[config.mk]
export PLATFORM = sky130hd
export DESIGN_NAME = faf_top
export DESIGN_NICKNAME = d
export VERILOG_FILES = /design/src/rtl/faf_pkg.sv /design/src/rtl/faf_cfg.sv /design/src/rtl/faf_ctrl.sv /design/src/rtl/faf_wr.sv /design/src/rtl/faf_top.sv
export SDC_FILE = /design/constraint.sdc
export NUM_CORES = 1
export LEC_CHECK = 0
export ABC_CLOCK_PERIOD_IN_PS = 4100
export BUFFER_PORTS_ARGS = -buffer_cell sky130_fd_sc_hd__buf_4
export CAP_MARGIN = 20
export CORE_UTILIZATION = 52
export CTS_BUF_LIST = sky130_fd_sc_hd__clkbuf_2
export CTS_CLUSTER_SIZE = 10
export DETAILED_ROUTE_END_ITERATION = 8
export PLACE_DENSITY = 0.85
export SLEW_MARGIN = 15
export SYNTH_ARGS = -nofsm -noshare
export SYNTH_HDL_FRONTEND = slang
export SYNTH_HIERARCHICAL = 1
export SYNTH_SLANG_ARGS = --single-unit
export TNS_END_PERCENT = 10
[constraint.sdc]
create_clock -name clk -period 4.1 [get_ports clk]
set_clock_uncertainty 0.05 [all_clocks]
set_input_delay 0.41 -clock clk [delete_from_list [all_inputs] [get_ports clk]]
set_output_delay 0.41 -clock clk [all_outputs]
set_load 0.01 [all_outputs]
[src/rtl/faf_pkg.sv]
package faf_pkg;
  localparam int unsigned FAF_DW = 8;

  typedef enum logic [1:0] {
    FAF_IDLE = 2'd0,
    FAF_PASS = 2'd1,
    FAF_DROP = 2'd2
  } faf_state_e;

  // Keep decision for an address byte.
  function automatic logic faf_keep(input logic filt_en,
                                    input logic [FAF_DW-1:0] addr,
                                    input logic [FAF_DW-1:0] match);
    logic bcast;
    bcast = &addr;
    return (!filt_en) || bcast || (addr == match);
  endfunction
endpackage

[src/rtl/faf_cfg.sv]
module faf_cfg
  import faf_pkg::*;
#(
  parameter int unsigned DW = FAF_DW
) (
  input  logic          clk,
  input  logic          rst_n,
  input  logic          wr,
  input  logic          wr_en_bit,
  input  logic [DW-1:0] wr_match,
  output logic          filt_en,
  output logic [DW-1:0] match_val
);
  always_ff @(posedge clk) begin
    if (!rst_n) filt_en <= 1'b0;
    else if (wr) filt_en <= wr_en_bit;
  end

  // Match value deliberately has no reset: software loads it first.
  always_ff @(posedge clk) begin
    if (wr) match_val <= wr_match;
  end
endmodule

[src/rtl/faf_ctrl.sv]
module faf_ctrl
  import faf_pkg::*;
(
  input  logic       clk,
  input  logic       rst_n,
  input  logic       kill,
  input  logic       vld,
  input  logic       sof,
  input  logic       eof,
  input  logic       hit,
  output faf_state_e st,
  output logic       accept
);
  faf_state_e st_nx;

  always_comb begin
    st_nx  = st;
    accept = 1'b0;
    if (kill) begin
      st_nx = FAF_IDLE;
    end else begin
      unique case (st)
        FAF_IDLE: if (vld && sof) begin
          accept = hit;
          if (!eof) st_nx = hit ? FAF_PASS : FAF_DROP;
        end
        FAF_PASS: if (vld) begin
          accept = 1'b1;
          if (eof) st_nx = FAF_IDLE;
        end
        FAF_DROP: if (vld && eof) st_nx = FAF_IDLE;
        default: st_nx = FAF_IDLE;
      endcase
    end
  end

  always_ff @(posedge clk) begin
    if (!rst_n) st <= FAF_IDLE;
    else st <= st_nx;
  end
endmodule

[src/rtl/faf_wr.sv]
module faf_wr
  import faf_pkg::*;
#(
  parameter int unsigned DW = FAF_DW
) (
  input  logic          clk,
  input  logic          rst_n,
  input  logic          accept,
  input  logic [DW-1:0] data,
  input  logic          eof,
  output logic          we,
  output logic [DW-1:0] wdata,
  output logic          weof
);
  always_ff @(posedge clk) begin
    if (!rst_n) begin
      we    <= 1'b0;
      wdata <= '0;
      weof  <= 1'b0;
    end else begin
      we <= accept;
      if (accept) begin
        wdata <= data;
        weof  <= eof;
      end else begin
        weof  <= 1'b0;
      end
    end
  end
endmodule

[src/rtl/faf_top.sv]
module faf_top
  import faf_pkg::*;
#(
  parameter int unsigned DW = FAF_DW
) (
  input  logic          clk,
  input  logic          rst_n,
  input  logic          rx_en,
  input  logic          abort_i,
  input  logic          in_vld,
  input  logic [DW-1:0] in_data,
  input  logic          in_sof,
  input  logic          in_eof,
  input  logic          cfg_we,
  input  logic          cfg_filt_en,
  input  logic [DW-1:0] cfg_match,
  output logic          fifo_we,
  output logic [DW-1:0] fifo_data,
  output logic          fifo_eof
);
  logic          filt_en;
  logic [DW-1:0] match_val;
  logic          evt_kill;
  logic          evt_hit;
  logic          evt_accept;
  faf_state_e    st;

  assign evt_kill = abort_i || !rx_en;
  assign evt_hit  = faf_keep(filt_en, in_data, match_val);

  faf_cfg #(.DW(DW)) cfg_i (
    .clk(clk), .rst_n(rst_n), .wr(cfg_we), .wr_en_bit(cfg_filt_en),
    .wr_match(cfg_match), .filt_en(filt_en), .match_val(match_val)
  );

  faf_ctrl ctrl_i (
    .clk(clk), .rst_n(rst_n), .kill(evt_kill), .vld(in_vld), .sof(in_sof),
    .eof(in_eof), .hit(evt_hit), .st(st), .accept(evt_accept)
  );

  faf_wr #(.DW(DW)) wr_i (
    .clk(clk), .rst_n(rst_n), .accept(evt_accept), .data(in_data),
    .eof(in_eof), .we(fifo_we), .wdata(fifo_data), .weof(fifo_eof)
  );
endmodule

# Word level (Yosys, flattened, before mapping)
# Index checks and enable logic that the tools add are counted.
[totals]
ff_bits = 21
inputBits = 25
out_inout_bits = 10
wordCells = 38
[classes]
eq_ne = 8
muxes = 11
bitwise_logic = 1
n_reduce_logical = 12
[op_table]
columns = ["op", "n"]
rows = [
  ["2-to-1 mux 2 bit", 6],
  ["equality test 8 bit", 1],
  ["AND reduction 8 bit", 1],
  ["inequality test 2 bit (second input constant)", 3],
  ["one-hot mux 2 bit (3 select lines)", 1],
  ["AND reduction 5 bit", 1],
  ["inequality test 2 x 1 -> 1 bit (second input constant)", 2],
  ["logical OR 1 bit", 3],
  ["2-to-1 mux 1 bit", 3],
  ["equality test 2 x 1 -> 1 bit (second input constant)", 1],
  ["equality test 2 bit (second input constant)", 1],
  ["logical AND 1 bit", 2],
  ["logical NOT 1 bit", 2],
  ["logical NOT 2 bit", 1],
  ["one-hot mux 1 bit (2 select lines)", 1],
  ["AND reduction 2 bit", 1],
  ["OR reduction 2 bit", 1],
  ["NOT 1 bit", 1],
]

# Longest topological paths before layout
[logic_depth]
depth_word = 7
mapped_depth = 8
depth_no_buf = 7

# Cells and area by module
# Netlist, hierarchy kept.
[by_module_without_submodules]
columns = ["mod", "instances", "cells_per_inst", "area_per_inst_um2", "seq_area_each_um2"]
rows = [
  ["faf_wr", 1, 29, 356.6, 200.2],
  ["faf_cfg", 1, 11, 276.5, 260.2],
  ["faf_top", 1, 15, 113.9, 0.0],
  ["faf_ctrl", 1, 11, 105.1, 40.0],
]

# Worst setup path before layout
# No wires, ideal clock.
[synth_path]
path_kind = "input to register"
from = "input in_data[6]"
to = "register wr_i.wdata[0]"
setup_time_ns = 0.116
arrival_time_ns = 1.802
required_ns = 3.934
path_slack_ns = 2.132
stages = 8
n_path_buf = 1
path_cell_list = "xor2_1 nor4_1 a41o_1 a21oi_1 nor4b_1 buf_6 mux2i_1 nor2b_1"
[synth_between]
elab_chain_cells = 6
elab_cells_between_ends = 7
classes_between = "eq/ne: 1; mux: 3; reduce/logical: 3"
[synth_lines]
columns = ["element", "line_no", "source"]
rows = [
  ["start, declared", "faf_top.sv:11", "input logic [DW-1:0] in_data,"],
  ["AND reduction 8 bit", "faf_pkg.sv:15", "bcast = &addr;"],
  ["logical OR 1 bit", "faf_pkg.sv:16", "return (!filt_en) || bcast || (addr == match);"],
  ["logical OR 1 bit (*)", "faf_pkg.sv:16", ""],
  ["named net evt_hit", "faf_top.sv:24", "logic evt_hit;"],
  ["2-to-1 mux 1 bit (*)", "faf_ctrl.sv:23", "FAF_IDLE: if (vld && sof) begin"],
  ["one-hot mux 1 bit (2 select lines) (*)", "faf_ctrl.sv:22", "unique case (st)"],
  ["2-to-1 mux 1 bit (*)", "faf_ctrl.sv:19", "if (kill) begin"],
  ["named net evt_accept", "faf_top.sv:25", "logic evt_accept;"],
  ["end signal, assigned", "faf_wr.sv:23", "wdata <= data;"],
  ["end, declared", "faf_wr.sv:12", "output logic [DW-1:0] wdata,"],
]
# The timed path passes the listed nets; every way through them passes the cells marked *.
# A chain may end at the register's enable or synchronous reset.

# Worst setup path in the final report
[layout_path]
from = "register cfg_i.match_val[6]"
to = "register wr_i.wdata[1]"
[layout_between]
elab_chain_cells = 5
[layout_lines]
columns = ["element", "line_no", "source"]
rows = [
  ["start, declared", "faf_cfg.sv:12", "output logic [DW-1:0] match_val"],
  ["start signal, assigned", "faf_cfg.sv:21", "if (wr) match_val <= wr_match;"],
  ["equality test 8 bit", "faf_pkg.sv:16", ""],
  ["logical OR 1 bit", "faf_pkg.sv:16", ""],
  ["named net evt_hit", "faf_top.sv:24", ""],
  ["2-to-1 mux 1 bit", "faf_ctrl.sv:23", ""],
  ["one-hot mux 1 bit (2 select lines)", "faf_ctrl.sv:22", ""],
  ["2-to-1 mux 1 bit", "faf_ctrl.sv:19", ""],
  ["named net evt_accept", "faf_top.sv:25", ""],
]
# The timed path passes the listed nets, and every way through them passes these cells.

==> flow_summary.toml <==
[run_status]
status = "completed"

[pwr]
peakVddDrop_v = 0.000220
power_leakage_nw = 0.466
power_density_nw_per_um2 = 316
finalPower_uw = 363

[timing]
holdWs_ns = 0.211
period_minus_slack_ns = 2.16
finalMaxSlewViolations = 0
hold_viol = 0
setup_tns_ns = 0
fmax_mhz = 462
timing.final.ws_setup_ns = 1.94
tightest_slew_ns = 0.224
post-route-period-util = 0.528
setup_viol = 0
slew_headroom = 0.847
rsz0062_at_grt = "no"

[setup_path]
worstSetupPathDepth = 8
cpLargestDelayFamily = "simple AND/OR/NAND/NOR gates"
cp_cell_sequence = "xor2_1 > nor4_1 > a41o_1 > a21oi_1 > nor4b_2 > buf_4 > mux2i_1 > nor2b_1"
regToRegSetupSlack_ns = 1.94
crit_type = "register to register"
cp.buffers_inverters = 1
crit_path_start = "cfg_i/match_val[6]"
start_kind = "register"
cp.arrival_ns = 2.33
rr_worst_depth = 8
worstSetupEndpoint = "wr_i/wdata[1]"
r2r_start = "cfg_i/match_val[6]"
max_stage_delay_ns = 0.43
critPathSlowestCell = "edfxtp_1"
r2r_end = "wr_i/wdata[1]"
end_kind = "register"
required_ns = 4.27
worstPathMaxFanout = 10

[clock_tree]
ctsResizeCount = 0
clk_latency_ns = 0.30
clockBufferDepth = 2
cts_sinks = 21
htree_levels = 1
postCtsSetupBuffers = 0
numCtsBuffers = 3
cts-root-buf = "clkbuf_2"
hold_buffers = 0
path_clk_slew_ns = 0.19
cts_tree = "yes"

[global_routing]
grt_pass1_wl_um = 2590
grt_pass1_vias = 636
grt_util_all_layers = 0.192
grt_max_degree = 13
antenna_found_initial = 0
overflow = 0

[logic_synthesis]
yosys-top-cells-count = "dfxtp_1, mux2i_1, nor2b_1"
syn_area_um2 = 852
synth_edf_count = 8
ys_async_sr_fraction = 0
syn_avg_cell_area_um2 = 12.9
synth.area.top_cells = "dfxtp_1, edfxtp_1, mux2i_1"
synth_cells = 66
synth_top_cell_by_area = "dfxtp_1"
yosysMostFrequentCell = "dfxtp_1"
synth_seq_cells = 21
synth.net_count = 91
synth_cell_type_count = 22
synth.top_cell.area_share = 0.305
yosys_warnings = 6
yosysSeqAreaShare = 0.587
synth_ff_type = "dfxtp_1"

[place]
dp_hpwl_um = 1220
gp_congestion = 0.784
placed_cell_area_um2 = 1130
dp_cells = 116
place_ws_ns = 1.84
io_buffers = 34

[die]
rows = 14
num_io_pins = 35
die-width_um = 42.5
fp.dieH_um = 42.5
start_util = 0.559
core_area_um2 = 1520
die-area_um2 = 1800

[drt]
antenna_left = 0
dr_total_vias = 628
wl_per_cell_um = 12.8
drt_iter0_drc = 7
viasPerCell = 5.23
routed_wl_um = 1540
drtPass1Iterations = 4
drc_errors = 0

[cells_and_area]
final_core_util = 0.755
layout-drive-gt1-share = 0.413
nFillCells = 111
areaGrowthSynthToFinish_pct = 34.9
fin_area_um2 = 1150
stdcell_count = 120
diodes = 0
fin_nets = 130

[hold_path]
hold_path.class = "input port to register"

[job]
cap_violations = 0
worst min path at each step:
stage,from,endpoint,depth (start not counted)
finish,cfg_match[4],cfg_i/match_val[4],1
global route,cfg_match[4],cfg_i/match_val[4],1
CTS,cfg_match[3],cfg_i/match_val[3],1
detailed placement,ctrl_i/st[0],ctrl_i/st[1],1
global placement,ctrl_i/st[0],ctrl_i/st[1],1
floorplan,ctrl_i/st[1],ctrl_i/st[0],1
cells in the final DEF (no fill, tap or decap), drive strengths merged, types with 2 or more instances in the layout:
cell type  instances
edfxtp             8
nor2b              9
xor2               6
and2               2
mux2i              9
nor4               2
nand2b             2
clkbuf             4
buf               35
xnor2              2
dfxtp             13
nand4              2
state kept, by name (all words and copies together), names as in the netlist:
signal and flops:
cfg_i/filt_en 1, cfg_i/match_val 8, wr_i/we 1, wr_i/wdata 8, ctrl_i/st 2, wr_i/weof 1
worst register-to-register path, stage by stage (launching register included):
cell and delay, ns:
edfxtp_1 0.43, xor2_1 0.15, nor4_1 0.29, a41o_1 0.25, a21oi_1 0.10, nor4b_2 0.22, buf_4 0.24, mux2i_1 0.28
nor2b_1 0.07
power by group:
group,total (mW),internal [mW],switching (mW),leakage (nW)
sequential,0.231,0.226,0.00421,0.184
combinational,0.0478,0.0288,0.0191,0.266
clock,0.0850,0.0258,0.0591,0.0166
cell type report:
class | count | area [um2] | share of cell area
Sequential cell | 21 | 500 | 0.435
Tap cell | 16 | 20.0 | 0.0174
Timing Repair Buffer | 35 | 263 | 0.229
Multi-Input combinational cell | 43 | 343 | 0.298
Clock buffer | 4 | 20.0 | 0.0174
Inverter | 1 | 3.75 | 0.00326
logic make-up (layout without fill, tap and decap cells):
family,Yosys count,after routing,synth area share
buffers and inverters,2,40,0.0176
XOR/XNOR,8,8,0.0822
AO/OA/AOI/OAI,5,5,0.0484
multiplexers,9,9,0.106
flip-flops,21,21,0.587
AND/OR/NAND/NOR,21,21,0.159
metal layers:
| metal | part of all wire | GRT usage | vias up |
|---|---|---|---|
| met1 | 0.43 | 0.220 | 292 |
| met3 | 0.053 | 0.0517 | 0 |
| met2 | 0.52 | 0.332 | 25 |
| met5 | 0 | 0 | - |
| li1 | - | - | 311 |
| met4 | 0 | 0.0813 | 0 |
Note: power is estimated with default switching activity, not from simulation.
